### src/rtl/prio_irq_ctrl.sv
module prio_irq_ctrl #(
  parameter int N_DEV = 8,
  parameter int LVL_W = 3,
  parameter int VEC_W = 8
) (
  input  logic                   clk,
  input  logic                   rst_n,
  input  logic [N_DEV-1:0]       dev_req,
  input  logic [N_DEV-1:0]       dev_mask,
  input  logic [N_DEV*LVL_W-1:0] dev_lvl,
  input  logic [N_DEV*VEC_W-1:0] dev_vec,
  input  logic [LVL_W-1:0]       task_lvl,
  input  logic                   cpu_ack,
  output logic                   cpu_irq,
  output logic [N_DEV-1:0]       dev_grant,
  output logic                   bus_en,
  output logic [VEC_W-1:0]       bus_vec,
  output logic [LVL_W-1:0]       new_lvl
);

  logic [N_DEV-1:0] live, top;
  logic [N_DEV:0]   pass;
  logic [LVL_W-1:0] best_lvl;
  logic             any_live, beats;

  assign live = dev_req & dev_mask;

  always_comb begin
    best_lvl = '0;
    any_live = 1'b0;
    for (int i = 0; i < N_DEV; i++) begin
      if (live[i] && (!any_live || dev_lvl[i*LVL_W +: LVL_W] > best_lvl)) begin
        best_lvl = dev_lvl[i*LVL_W +: LVL_W];
        any_live = 1'b1;
      end
    end
  end

  assign beats   = any_live && (best_lvl > task_lvl);
  assign pass[0] = cpu_ack & beats;

  genvar g;
  generate
    for (g = 0; g < N_DEV; g++) begin : g_chain
      assign top[g]       = live[g] && (dev_lvl[g*LVL_W +: LVL_W] == best_lvl);
      assign dev_grant[g] = pass[g] & top[g];
      assign pass[g+1]    = pass[g] & ~top[g];
    end
  endgenerate

  always_comb begin
    bus_vec = '0;
    for (int i = 0; i < N_DEV; i++)
      if (dev_grant[i]) bus_vec = dev_vec[i*VEC_W +: VEC_W];
  end

  assign bus_en  = |dev_grant;
  assign new_lvl = bus_en ? best_lvl : '0;

  always_ff @(posedge clk or negedge rst_n)
    if (!rst_n) cpu_irq <= 1'b0;
    else        cpu_irq <= beats;

  a_r3_irq_needs_live: assert property (@(posedge clk) disable iff (!rst_n)
    cpu_irq |-> $past(|(dev_req & dev_mask)));
  a_r8_grant_onehot: assert property (@(posedge clk) disable iff (!rst_n)
    $onehot0(dev_grant));
  a_r2_masked_no_grant: assert property (@(posedge clk) disable iff (!rst_n)
    (dev_grant & ~dev_mask) == '0);
  a_r6_bus_only_on_ack: assert property (@(posedge clk) disable iff (!rst_n)
    bus_en |-> cpu_ack);
  a_r6_bus_quiet: assert property (@(posedge clk) disable iff (!rst_n)
    !bus_en |-> bus_vec == '0);
  a_r7_level_beats_task: assert property (@(posedge clk) disable iff (!rst_n)
    bus_en |-> new_lvl > task_lvl);

endmodule

### config.mk
export PLATFORM = sky130hd
export DESIGN_NAME = prio_irq_ctrl
export DESIGN_NICKNAME = d
export VERILOG_FILES = /design/src/rtl/prio_irq_ctrl.sv
export SDC_FILE = /design/constraint.sdc
export NUM_CORES = 1
export LEC_CHECK = 0
export ABC_AREA = 1
export BUFFER_PORTS_ARGS = -buffer_cell sky130_fd_sc_hd__buf_4
export CAP_MARGIN = 5
export CORE_ASPECT_RATIO = 0.5
export CORE_UTILIZATION = 30
export DETAILED_ROUTE_END_ITERATION = 16
export SETUP_SLACK_MARGIN = 0.05
export SYNTH_ARGS = -nofsm -noshare
export SYNTH_HDL_FRONTEND = slang
export SYNTH_SLANG_ARGS = --single-unit
### constraint.sdc
create_clock -name clk -period 13.3 [get_ports clk]
set_input_delay 0.665 -clock clk [delete_from_list [all_inputs] [get_ports clk]]
set_output_delay 0.665 -clock clk [all_outputs]
set_load 0.05 [all_outputs]
# After elaboration in Yosys (flattened, before gate mapping)
# Cells that the tools add are included.
[totals]
reg_bits = 1
in_bits = 110
[classes]
order_cmp = 8
n_eq_ne = 8
mux = 25
n_bitwise = 24
reduce_logical = 31
[op_table]
columns = ["cell", "n"]
rows = [
  ["2-to-1 mux 8 bit", 8],
  ["2-to-1 mux 3 bit", 9],
  ["== test 3 bit", 8],
  ["greater-than comparator 3 bit", 8],
  ["bitwise AND 1 bit", 16],
  ["logical AND 1 bit", 16],
  ["bitwise AND 8 bit", 1],
  ["2-to-1 mux 1 bit", 8],
  ["OR reduction 8 bit", 1],
  ["logical NOT 1 bit", 7],
  ["logical OR 1 bit", 7],
  ["NOT 1 bit", 7],
]

# Depth between registers and ports, before layout
# Gate-level depths: netlist of the first run.
[depth]
word_depth = 43
mapped_depth = 77
depth_no_buf = 76

# Worst setup path after synthesis of the first run
# No wires, ideal clock.
[synth_path]
kind = "input-to-output"
start = "input port dev_req[0]"
end = "output port dev_grant[1]"
arrival_time_ns = 9.837
path_slack_ns = 2.798
cell_stages = 72
path_buffers = 1
cell_sequence = "nand2_2 nor2_1 inv_1 ha_1 a21oi_1 nand2_1 nand2_1 nand2_2 nand2_2 nand2_1 nand2_1 ha_1 a21oi_1 o21ai_1 nand2_1 nand2_2 nand2_2 nand3_1 [... 36 more ...] a21oi_1 o21ai_0 nand2_1 nand2_2 nand2_4 inv_2 nand2_1 nand2_4 ha_1 nand2_1 nor2_1 a211oi_1 a221oi_1 nand2_1 inv_1 clkbuf_1 nand2_1 nor2_1"
[synth_via]
elab_chain_cells = 35
[synth_rtl]
columns = ["item", "line_no", "source"]
rows = [
  ["from (decl)", "8", "input logic [N_DEV-1:0] dev_req,"],
  ["bitwise AND 8 bit *", "26", "assign live = dev_req & dev_mask;"],
  ["2-to-1 mux 3 bit or 2-to-1 mux 1 bit (tied branches)", "32", "if (live[i] && (!any_live || dev_lvl[i*LVL_W +: LVL_W] > best_lvl)) begin"],
  ["greater-than comparator 3 bit or logical NOT 1 bit (tied branches)", "32", ""],
  ["logical OR 1 bit", "32", ""],
  ["logical AND 1 bit", "32", ""],
  ["2-to-1 mux 3 bit or 2-to-1 mux 1 bit (tied branches)", "32", ""],
  ["greater-than comparator 3 bit or logical NOT 1 bit (tied branches)", "32", ""],
  ["logical OR 1 bit", "32", ""],
  ["[... 20 more ...]", "n/a", ""],
  ["logical AND 1 bit", "32", ""],
  ["2-to-1 mux 3 bit", "32", ""],
  ["greater-than comparator 3 bit", "39", "assign beats = any_live && (best_lvl > task_lvl);"],
  ["logical AND 1 bit *", "39", ""],
  ["named net beats", "24", "logic any_live, beats;"],
  ["bitwise AND 1 bit *", "40", "assign pass[0] = cpu_ack & beats;"],
  ["bitwise AND 1 bit *", "47", "assign pass[g+1] = pass[g] & ~top[g];"],
  ["bitwise AND 1 bit *", "46", "assign dev_grant[g] = pass[g] & top[g];"],
  ["to (decl)", "15", "output logic [N_DEV-1:0] dev_grant,"],
]
# Mark *: on every way through the listed nets, which the timed path passes. The rest lies on a longest branch.

# Final worst setup path of the first run
[layout_path]
start = "input port dev_req[0]"
end = "output port bus_vec[1]"
[layout_via]
elab_chain_cells = 42
[layout_rtl]
columns = ["item", "line_no", "source"]
rows = [
  ["bitwise AND 8 bit *", "26", ""],
  ["2-to-1 mux 3 bit or 2-to-1 mux 1 bit (tied branches)", "32", ""],
  ["greater-than comparator 3 bit or logical NOT 1 bit (tied branches)", "32", ""],
  ["logical OR 1 bit", "32", ""],
  ["logical AND 1 bit", "32", ""],
  ["2-to-1 mux 3 bit or 2-to-1 mux 1 bit (tied branches)", "32", ""],
  ["greater-than comparator 3 bit or logical NOT 1 bit (tied branches)", "32", ""],
  ["logical OR 1 bit", "32", ""],
  ["[... 22 more ...]", "n/a", ""],
  ["greater-than comparator 3 bit", "39", ""],
  ["logical AND 1 bit *", "39", ""],
  ["named net beats", "24", ""],
  ["bitwise AND 1 bit *", "40", ""],
  ["bitwise AND 1 bit (on tied branches)", "46, 47", ""],
  ["2-to-1 mux 8 bit, or another cell as far along (6 in a row)", "54", "if (dev_grant[i]) bus_vec = dev_vec[i*VEC_W +: VEC_W];"],
  ["2-to-1 mux 8 bit or bitwise AND 1 bit (tied branches)", "54, 46", ""],
  ["2-to-1 mux 8 bit *", "54", ""],
  ["to (decl)", "17", "output logic [VEC_W-1:0] bus_vec,"],
]
# Marked as above.

==> results.md, run 1 <==
* Outcome: finished clean
* I/O pin count at 131
* Top Registers: cpu_irq x1
* Multiplexer share of the synthesized area at 0
* Wire length per cell at 12.5 um
* Synthesized-area fraction occupied by and/or/nand/nor cells at 0.682
* Die area at 0.00886 sq mm
* Postcts setup bufs at 0
* Post-synthesis adder-cell area fraction at 0.118
* Largest net degree at the start of global routing at 21
* Post-synthesis sequential area ratio at 0.00986
* Port Buffers at 130
* Main combinational cell family by area after synthesis: simple AND/OR/NAND/NOR gates
* Die Wd at 132 um
* WP data arrival at 11.02 ns
* Slowest cell delay on critical path at 0.34 ns
* Routability Congestion at 0.873
* Dpl hpwl at 7430 um
* Post-CTS sizing at 0
* DRT Wirelength at 8680 um
* Compound-cell area share of the yosys netlist at 0.0532
* Largest cells by area after synthesis: nand3_1 20%, nand2_1 16%, ha_1 12%
* Comb power frac at 0.982
* Hold Crit Class: input pin to async pin
* Synth Instances at 458
* Row count at 23
* CP endpoint kind: output port
* Maxcap violations at 0
* Area growth syn-to-layout at 41.5%
* Finish-stage setup viols at 0
* # hold bufs at CTS at 0
* Layout Utilization at 0.444
* RSZ-0062 raised after global routing: no
* Area of the core at 0.00809 sq mm
* Vias in the first global route at 2,809
* Sw frac at 0.643
* Die height at 67.0 um
* FILL cells at 914
* Syn Std Cell Area at 0.00254 sq mm
* Maximum VDD drop at 0.0323 mV
* Iter 0 DRT Violations at 172
* Area of the multi-input gates at 0.00220 sq mm
* Setup TNS at 0 ns
* First-pass GRT wire length at 13,600 um
* Syn Area/Cell at 5.54 sq um
* Yosys cell types at 37
* Critical path class: input pin to output port
* Internal Power at 96.6 uW
* Final hold vios at 0
* Post-DR vias/cell at 4.79
* Antenna Cells at 0
* Worst Path Max Fanout at 19
* Cell taking the most area after synthesis: nand3_1
* Final period util at 0.879
* Post-synth EDFFs at 0
* Fmax achieved at 85.6 MHz
* Layout cells sized above 1 at 0.316
* Asr flop ratio synth at 1.00
* YS warnings at 0
* Worst path required time at 12.64 ns
* Antenna Violating Nets Remaining at 0
* WHS at 0.441 ns
* Max-slew violation count at 0
* DR vias at 3,316
* Net switching power at 174 uW
* Synth Area in XOR/XNOR at 0.0138
* Max reg flops at 1
* Biggest register: cpu_irq
* Startpoint Class: input pin
* Reg clk slew, reported paths at 0 ns
* Total track usage at 0.188
* Gr ovfl total at 0
* Most common cell on crit path: nand2_1
* Syn nets at 592
* Yosys top cell area share at 0.195
* CP max stage cell: inv_1
* Sequential cell area at 25.0 sq um
* Worst slew margin at 0.430
* Worst slew pin tran at 0.852 ns
* 1st-pass router iterations at 4
* #FFs+latches synth at 1
* Sequential power share at 0.018
* Residual DRC at 0
* Power per cell area at 75.3 mW/mm^2
* Nets at 716
* Leak Pwr at 2.07 nW
* Initial antenna violation count at 0
* Crit path time final at 11.69 ns
* Initial Util at 0.314
* Post-synth top flop: dfrtp_1
* Clock share of power at 0
Yosys cell counts (3+ instances only):
cell type  count
inv_2          7
nand2_2       14
or2_1          3
a21oi_1        9
nand3_2       10
xor2_1         4
nand2_4        6
nor3_1         9
ha_1          24
nor2_1        45
nand3b_1       8
nand3_1       99
nand2_1      109
inv_1         58
o21ai_0        6
or2_2          3
buf_2          4
nand4_1       17
metal layers:
metal	routed length (um)	up-vias	track usage	share of wire
met5	0	-	0	0
met1	4210	1433	0.266	0.49
met3	512	5	0.0129	0.059
met4	29	0	0.00727	0.0033
met2	3920	107	0.326	0.45
li1	-	1771	-	-
cells in the final DEF (no fill, tap or decap), drive strengths merged:
cell    instances
a221oi          1
buf           130
nand2         129
dfrtp           1
ha             24
nand3         111
o211ai          1
a211oi          1
nand3b          8
a21oi          10
o21ai           8
nor3           10
nor4            1
nor2           50
or2             6
o22ai           1
nand4          18
xor2            4
inv            66
power groups by stage:
stage	clock, mW	combinational [mW]	sequential (mW)
after floorplan	0	0.190	0.00988
after global placement	0	0.265	0.00491
after detailed placement	0	0.267	0.00477
after CTS	0	0.267	0.00477
after global routing	0	0.295	0.00483
final	0	0.266	0.00478
final timing paths:
kind | start | to | slack (ns) | cells after the start
setup / recovery | dev_req[0] | bus_vec[1] | 1.61 | 78
hold / removal | rst_n | cpu_irq | 0.44 | 1
max in group asynchronous | rst_n | cpu_irq | 12.78 | 1
min in group clk | dev_mask[7] | cpu_irq | 1.01 | 3
through the flow:
step	setup slack (ns)	cell area (sq um)	total power, mW	std cells
after floorplan	2.80	2540	0.200	458
after global placement	1.82	3590	0.270	692
after detailed placement	1.62	3590	0.272	692
after CTS	1.60	3590	0.272	692
after global routing	0.287	3590	0.300	692
final	1.61	3590	0.271	692
worst max-delay path, delay by kind of cell:
family | cells | cell delay, ns
simple gates | 48 | 5.17
fa+ha+maj | 8 | 2.35
compound gates | 14 | 1.77
buf+inv | 8 | 1.06
cell type report:
| cell class | instances | area share |
|---|---|---|
| inverters | 66 | 0.0696 |
| multi-input cells | 383 | 0.613 |
| flip-flops and latches | 1 | 0.00696 |
| well taps | 112 | 0.0390 |
| repair buffers | 130 | 0.272 |
kinds of logic after synthesis:
| kind of cell | Yosys count |
|---|---|
| simple gates | 333 |
| buf+inv | 74 |
| fa+ha+maj | 24 |
| compound gates | 22 |
| xor+xnor | 4 |
| flops | 1 |
Power figures use the tool's default switching activity.
==> run 2, diff against run 1 <==
--- a/config.mk
+++ b/config.mk
@@ -9,7 +9,7 @@
 export BUFFER_PORTS_ARGS = -buffer_cell sky130_fd_sc_hd__buf_4
 export CAP_MARGIN = 5
 export CORE_ASPECT_RATIO = 0.5
-export CORE_UTILIZATION = 30
+export CORE_UTILIZATION = 28
 export DETAILED_ROUTE_END_ITERATION = 16
 export SETUP_SLACK_MARGIN = 0.05
 export SYNTH_ARGS = -nofsm -noshare
==> run 2 against run 1 <==
Sequential power is essentially flat. Combinational power is essentially flat. Sequential share of layout area is essentially flat. Utilization shrank 3.2 points. Worst hold slack lost 0.0012 ns. Largest cell class unchanged. Design area grew 0.17%. Die area grew 7.0%. Power grew 0.22%.
==> results.md, run 2 (synthesized netlist as in run 1, its figures left out) <==
* Outcome: finished clean
* Startpoint Class: input pin
* Residual DRC at 0 (unchanged)
* Inst Count DP at 697 (+0.72%)
* Post-CTS sizing at 0 (unchanged)
* Iter 0 DRT Violations at 170 (-1.2%)
* Nets at 716 (unchanged)
* WP data arrival at 11.07 ns (+0.05 ns)
* Clock share of power at 0 (unchanged)
* Area of the core at 0.00874 sq mm (+8.1%)
* Comb power frac at 0.982 (about the same)
* Worst Path Max Fanout at 19 (unchanged)
* Antenna Cells at 0 (unchanged)
* Leak Pwr at 2.07 nW (unchanged)
* Sequential power share at 0.018 (about the same)
* Initial antenna violation count at 0 (unchanged)
* DRT Wirelength at 8540 um (-1.6%)
* Maxcap violations at 0 (unchanged)
* Hold Crit Class: input pin to async pin
* Cell Count, Final, Fillers Out at 697 (+0.72%)
* Die area at 0.00947 sq mm (+7.0%)
* Vias in the first global route at 3,036 (+8.1%)
* Final hold vios at 0 (unchanged)
* Routability Congestion at 0.879 (+0.65%)
* Reg clk slew, reported paths at 0 ns (unchanged)
* Fmax achieved at 85.2 MHz (-0.41%)
* Internal Power at 96.7 uW (about the same)
* Postcts setup bufs at 0 (unchanged)
* Initial Util at 0.291 (-0.0234)
* Area growth syn-to-layout at 41.8%
* Max reg flops at 1 (unchanged)
* DR vias at 3,296 (-0.60%)
* Worst slew pin tran at 0.794 ns (-0.0579 ns)
* Biggest register: cpu_irq
* Wire length per cell at 12.2 um (-2.3%)
* Die height at 69.3 um (+3.4%)
* Commonest non-fill, non-tap cell in the layout: buf_4
* Top Family by Delay on Critical Path: simple AND/OR/NAND/NOR gates
* Final period util at 0.883 (+0.00366)
* Top Registers: cpu_irq x1
* Crit path time final at 11.74 ns (+0.0486 ns)
* Worst slew margin at 0.469 (+0.0387)
* Maximum VDD drop at 0.0332 mV (+2.7%)
* Net switching power at 175 uW (+0.33%)
* Finish-stage setup viols at 0 (unchanged)
* Dpl hpwl at 7370 um (-0.81%)
* Slowest cell delay on critical path at 0.35 ns (about the same)
* Total track usage at 0.178 (-0.0100)
* Row count at 24 (+4.3%)
* Most frequent cells in the layout: 130 x buf_4, 109 x nand2_1, 99 x nand3_1, 58 x inv_1, 45 x nor2_1
* Critical path buffers and inverters at 8 (unchanged)
* Layout cells sized above 1 at 0.316 (unchanged)
* 1st-pass router iterations at 6 (+2)
* I/O pin count at 131 (unchanged)
* Port Buffers at 130 (unchanged)
* # hold bufs at CTS at 0 (unchanged)
* CP endpoint kind: output port
* Worst path required time at 12.64 ns (about the same)
* FILL cells at 965 (+5.6%)
* Die Wd at 137 um (+3.5%)
* Gr ovfl total at 0 (unchanged)
* Sw frac at 0.644 (+0.000673)
* RSZ-0062 raised after global routing: no
* Critical path class: input pin to output port
* Most common cell on crit path: nand2_1
* Largest net degree at the start of global routing at 21 (unchanged)
* First-pass GRT wire length at 14,100 um (+4.1%)
* CP max stage cell: inv_1
* Post-route setup slack at 1.56 ns (-0.0486 ns)
* Power per cell area at 75.4 mW/mm^2 (about the same)
* Dpl ws at 1.59 ns (-0.0363 ns)
* Antenna Violating Nets Remaining at 0 (unchanged)
* Setup TNS at 0 ns (unchanged)
* Max-slew violation count at 0 (unchanged)
* Post-DR vias/cell at 4.73 (-1.3%)
[run 2: worst paths after layout]
kind	cells after the start	start	endpoint
min in group clk	3	dev_mask[7]	cpu_irq
max	78	dev_req[0]	bus_vec[2]
min	1	rst_n	cpu_irq
max in group asynchronous	1	rst_n	cpu_irq
[run 2: cell type report]
type	count	area, sq um	share of cell area
repair buffers	130	976	0.271
well taps	117	146	0.0407
inverters	66	250	0.0695
multi-input cells	383	2200	0.612
flip-flops and latches	1	25.0	0.00695
[run 2: per-stage QoR]
step                       util  total power [mW]  hold WS, ns  cell area [sq um]
after global routing      0.412             0.302        0.445               3600
after global placement    0.412             0.270        0.441               3600
final                     0.412             0.271        0.440               3600
after detailed placement  0.412             0.272        0.441               3600
after floorplan               -             0.200        0.369               2540
after CTS                 0.412             0.273        0.441               3600
[run 2: routing by layer]
metal / vias to the layer above / track usage / share of wire
met4: 0 / 0.00617 / 0.0032
met2: 93 / 0.315 / 0.45
met5: - / 0 / 0
met1: 1428 / 0.250 / 0.49
li1: 1773 / - / -
met3: 2 / 0.00731 / 0.063
[run 2: power by group through the flow]
stage                     registers, mW  clock network (mW)  logic [mW]
final                           0.00481                   0       0.266
after global routing            0.00496                   0       0.297
after CTS                       0.00482                   0       0.268
after detailed placement        0.00482                   0       0.268
after global placement          0.00486                   0       0.265
after floorplan                 0.00988                   0       0.190
==> run 3, diff against run 2 <==
--- a/config.mk
+++ b/config.mk
@@ -9,8 +9,10 @@
 export BUFFER_PORTS_ARGS = -buffer_cell sky130_fd_sc_hd__buf_4
 export CAP_MARGIN = 5
 export CORE_ASPECT_RATIO = 0.5
-export CORE_UTILIZATION = 28
+export CORE_MARGIN = 3
+export CORE_UTILIZATION = 47
 export DETAILED_ROUTE_END_ITERATION = 16
+export PLACE_DENSITY = 0.83
 export SETUP_SLACK_MARGIN = 0.05
 export SYNTH_ARGS = -nofsm -noshare
 export SYNTH_HDL_FRONTEND = slang
==> run 3 against run 2 <==
Sequential share of layout area is essentially flat. Highest routed layer unchanged. Maximum frequency grew 0.45%. Sequential cell count stayed put. Critical path type unchanged. Utilization is 29 points higher. Worst hold slack about the same.
==> results.md, run 3 (synthesized netlist as in run 1, its figures left out) <==
* RSZ-0062 raised after global routing: no
* Max-slew violation count at 0 (unchanged)
* CP endpoint kind: output port
* Max Used Layer: met4
* Initial antenna violation count at 0 (unchanged)
* Startpoint Class: input pin
* Post-CTS sizing at 0 (unchanged)
* Layout cells sized above 1 at 0.316 (unchanged)
* Initial Util at 0.501 (+0.210)
* Maximum VDD drop at 0.0669 mV (+100%)
* Maxcap violations at 0 (unchanged)
* Power per cell area at 76.2 mW/mm^2 (+1.1%)
* Commonest non-fill, non-tap cell in the layout: buf_4
* Post-route cell area at 0.00354 sq mm (-1.6%)
* Nets at 716 (unchanged)
* Worst path required time at 12.64 ns (about the same)
* Leak Pwr at 2.07 nW (unchanged)
* Postcts setup bufs at 0 (unchanged)
* Antenna Violating Nets Remaining at 0 (unchanged)
* WHS at 0.440 ns (+0.000100 ns)
* Wire length per cell at 12.4 um (+1.2%)
* DR vias at 3,346 (+1.5%)
* Reg clk slew, reported paths at 0 ns (unchanged)
* Routability Congestion at 0.920 (+4.7%)
* Worst slew pin tran at 0.764 ns (-0.0296 ns)
* Residual DRC at 0 (unchanged)
* Worst Path Max Fanout at 19 (unchanged)
* Finish-stage setup viols at 0 (unchanged)
* Inst Count DP at 650 (-6.7%)
* WL met1 at 3740 um (-10%)
* Port Buffers at 130 (unchanged)
* Dpl hpwl at 6920 um (-6.0%)
* Total power at 270 uW (-0.51%)
* Biggest register: cpu_irq
* Row count at 18 (-25%)
* Outcome: finished clean
* I/O pin count at 131 (unchanged)
* 1st-pass router iterations at 5 (-1)
* Cell Count, Final, Fillers Out at 650 (-6.7%)
* Final period util at 0.879 (-0.00392)
* Crit path time final at 11.69 ns (-0.0521 ns)
* Most frequent cells in the layout: 130 x buf_4, 109 x nand2_1, 99 x nand3_1, 58 x inv_1, 45 x nor2_1
* Antenna Cells at 0 (unchanged)
* Top Registers: cpu_irq x1
* Gr ovfl total at 0 (unchanged)
* Max reg flops at 1 (unchanged)
* Hold Crit Class: input pin to async pin
* Area of the core at 0.00507 sq mm (-42%)
* Largest net degree at the start of global routing at 21 (unchanged)
* Routed wl met2 at 3660 um (-3.9%)
* Fmax achieved at 85.6 MHz (+0.45%)
* Slowest cell delay on critical path at 0.34 ns (about the same)
* CP max stage cell: inv_1
* Setup TNS at 0 ns (unchanged)
* First-pass GRT wire length at 12,200 um (-13%)
* Die height at 58.0 um (-16%)
* Die area at 0.00637 sq mm (-33%)
* # hold bufs at CTS at 0 (unchanged)
* Most common cell on crit path: nand2_1
* Post-DR vias/cell at 5.15 (+8.9%)
* Critical path class: input pin to output port
* WP data arrival at 11.02 ns (-0.05 ns)
* Total track usage at 0.230 (+0.0524)
* Iter 0 DRT Violations at 280 (+65%)
* DRT Wirelength at 8060 um (-5.6%)
* Die Wd at 110 um (-20%)
* Vias in the first global route at 2,709 (-11%)
* Area growth syn-to-layout at 39.5%
* Final hold vios at 0 (unchanged)
* Worst slew margin at 0.489 (+0.0198)
* Placed cell areas at 0.00354 sq mm (-1.6%)
* Metal3 WL at 648 um (+21%)
-- run 3: cell counts in the layout (fill, tap and decap cells not counted) --
Identical to the previous run, type by type.
-- run 3: metrics by stage --
stage                util  setup slack (ns)
floorplan               -              2.80
global route        0.699             0.311
CTS                 0.699              1.68
global placement    0.699              1.93
finish              0.699              1.61
detailed placement  0.699              1.70
-- run 3: worst max-delay path by stage --
stage	from	end	slack, ns	cells past startpoint
2_1_floorplan	dev_req[0]	dev_grant[1]	2.80	72
3_3_place_gp	dev_req[0]	bus_vec[1]	1.93	77
3_5_place_dp	dev_req[0]	bus_vec[1]	1.70	78
4_1_cts	dev_req[0]	bus_vec[1]	1.68	78
5_1_grt	dev_req[0]	bus_vec[1]	0.31	78
6_report	dev_req[0]	bus_vec[1]	1.61	78
-- run 3: layout make-up --
cell class,instances,area (sq um)
Tap cell,70,87.6
Sequential cell,1,25.0
Fill cell,473,1530
Timing Repair Buffer,130,976
Inverter,66,250
Multi-Input combinational cell,383,2200
-- run 3: layer usage --
metal / up-vias / track usage
met5: - / 0
met1: 1435 / 0.333
li1: 1783 / -
met4: 0 / 0.00355
met3: 2 / 0.0178
met2: 126 / 0.398
-- run 3: critical path, delay by kind of cell --
family	cells	cell delay [ns]
AOI/OAI and AO/OA	15	1.82
buffers and inverters	8	1.06
adders and majority gates	8	2.27
and+or+nand+nor	47	5.19
-- run 3: report_power, final --
part           internal [mW]  switching, mW  total [mW]
clock network              0              0           0
logic                 0.0921          0.173       0.265
registers            0.00450       0.000310     0.00481
total                 0.0966          0.173       0.270
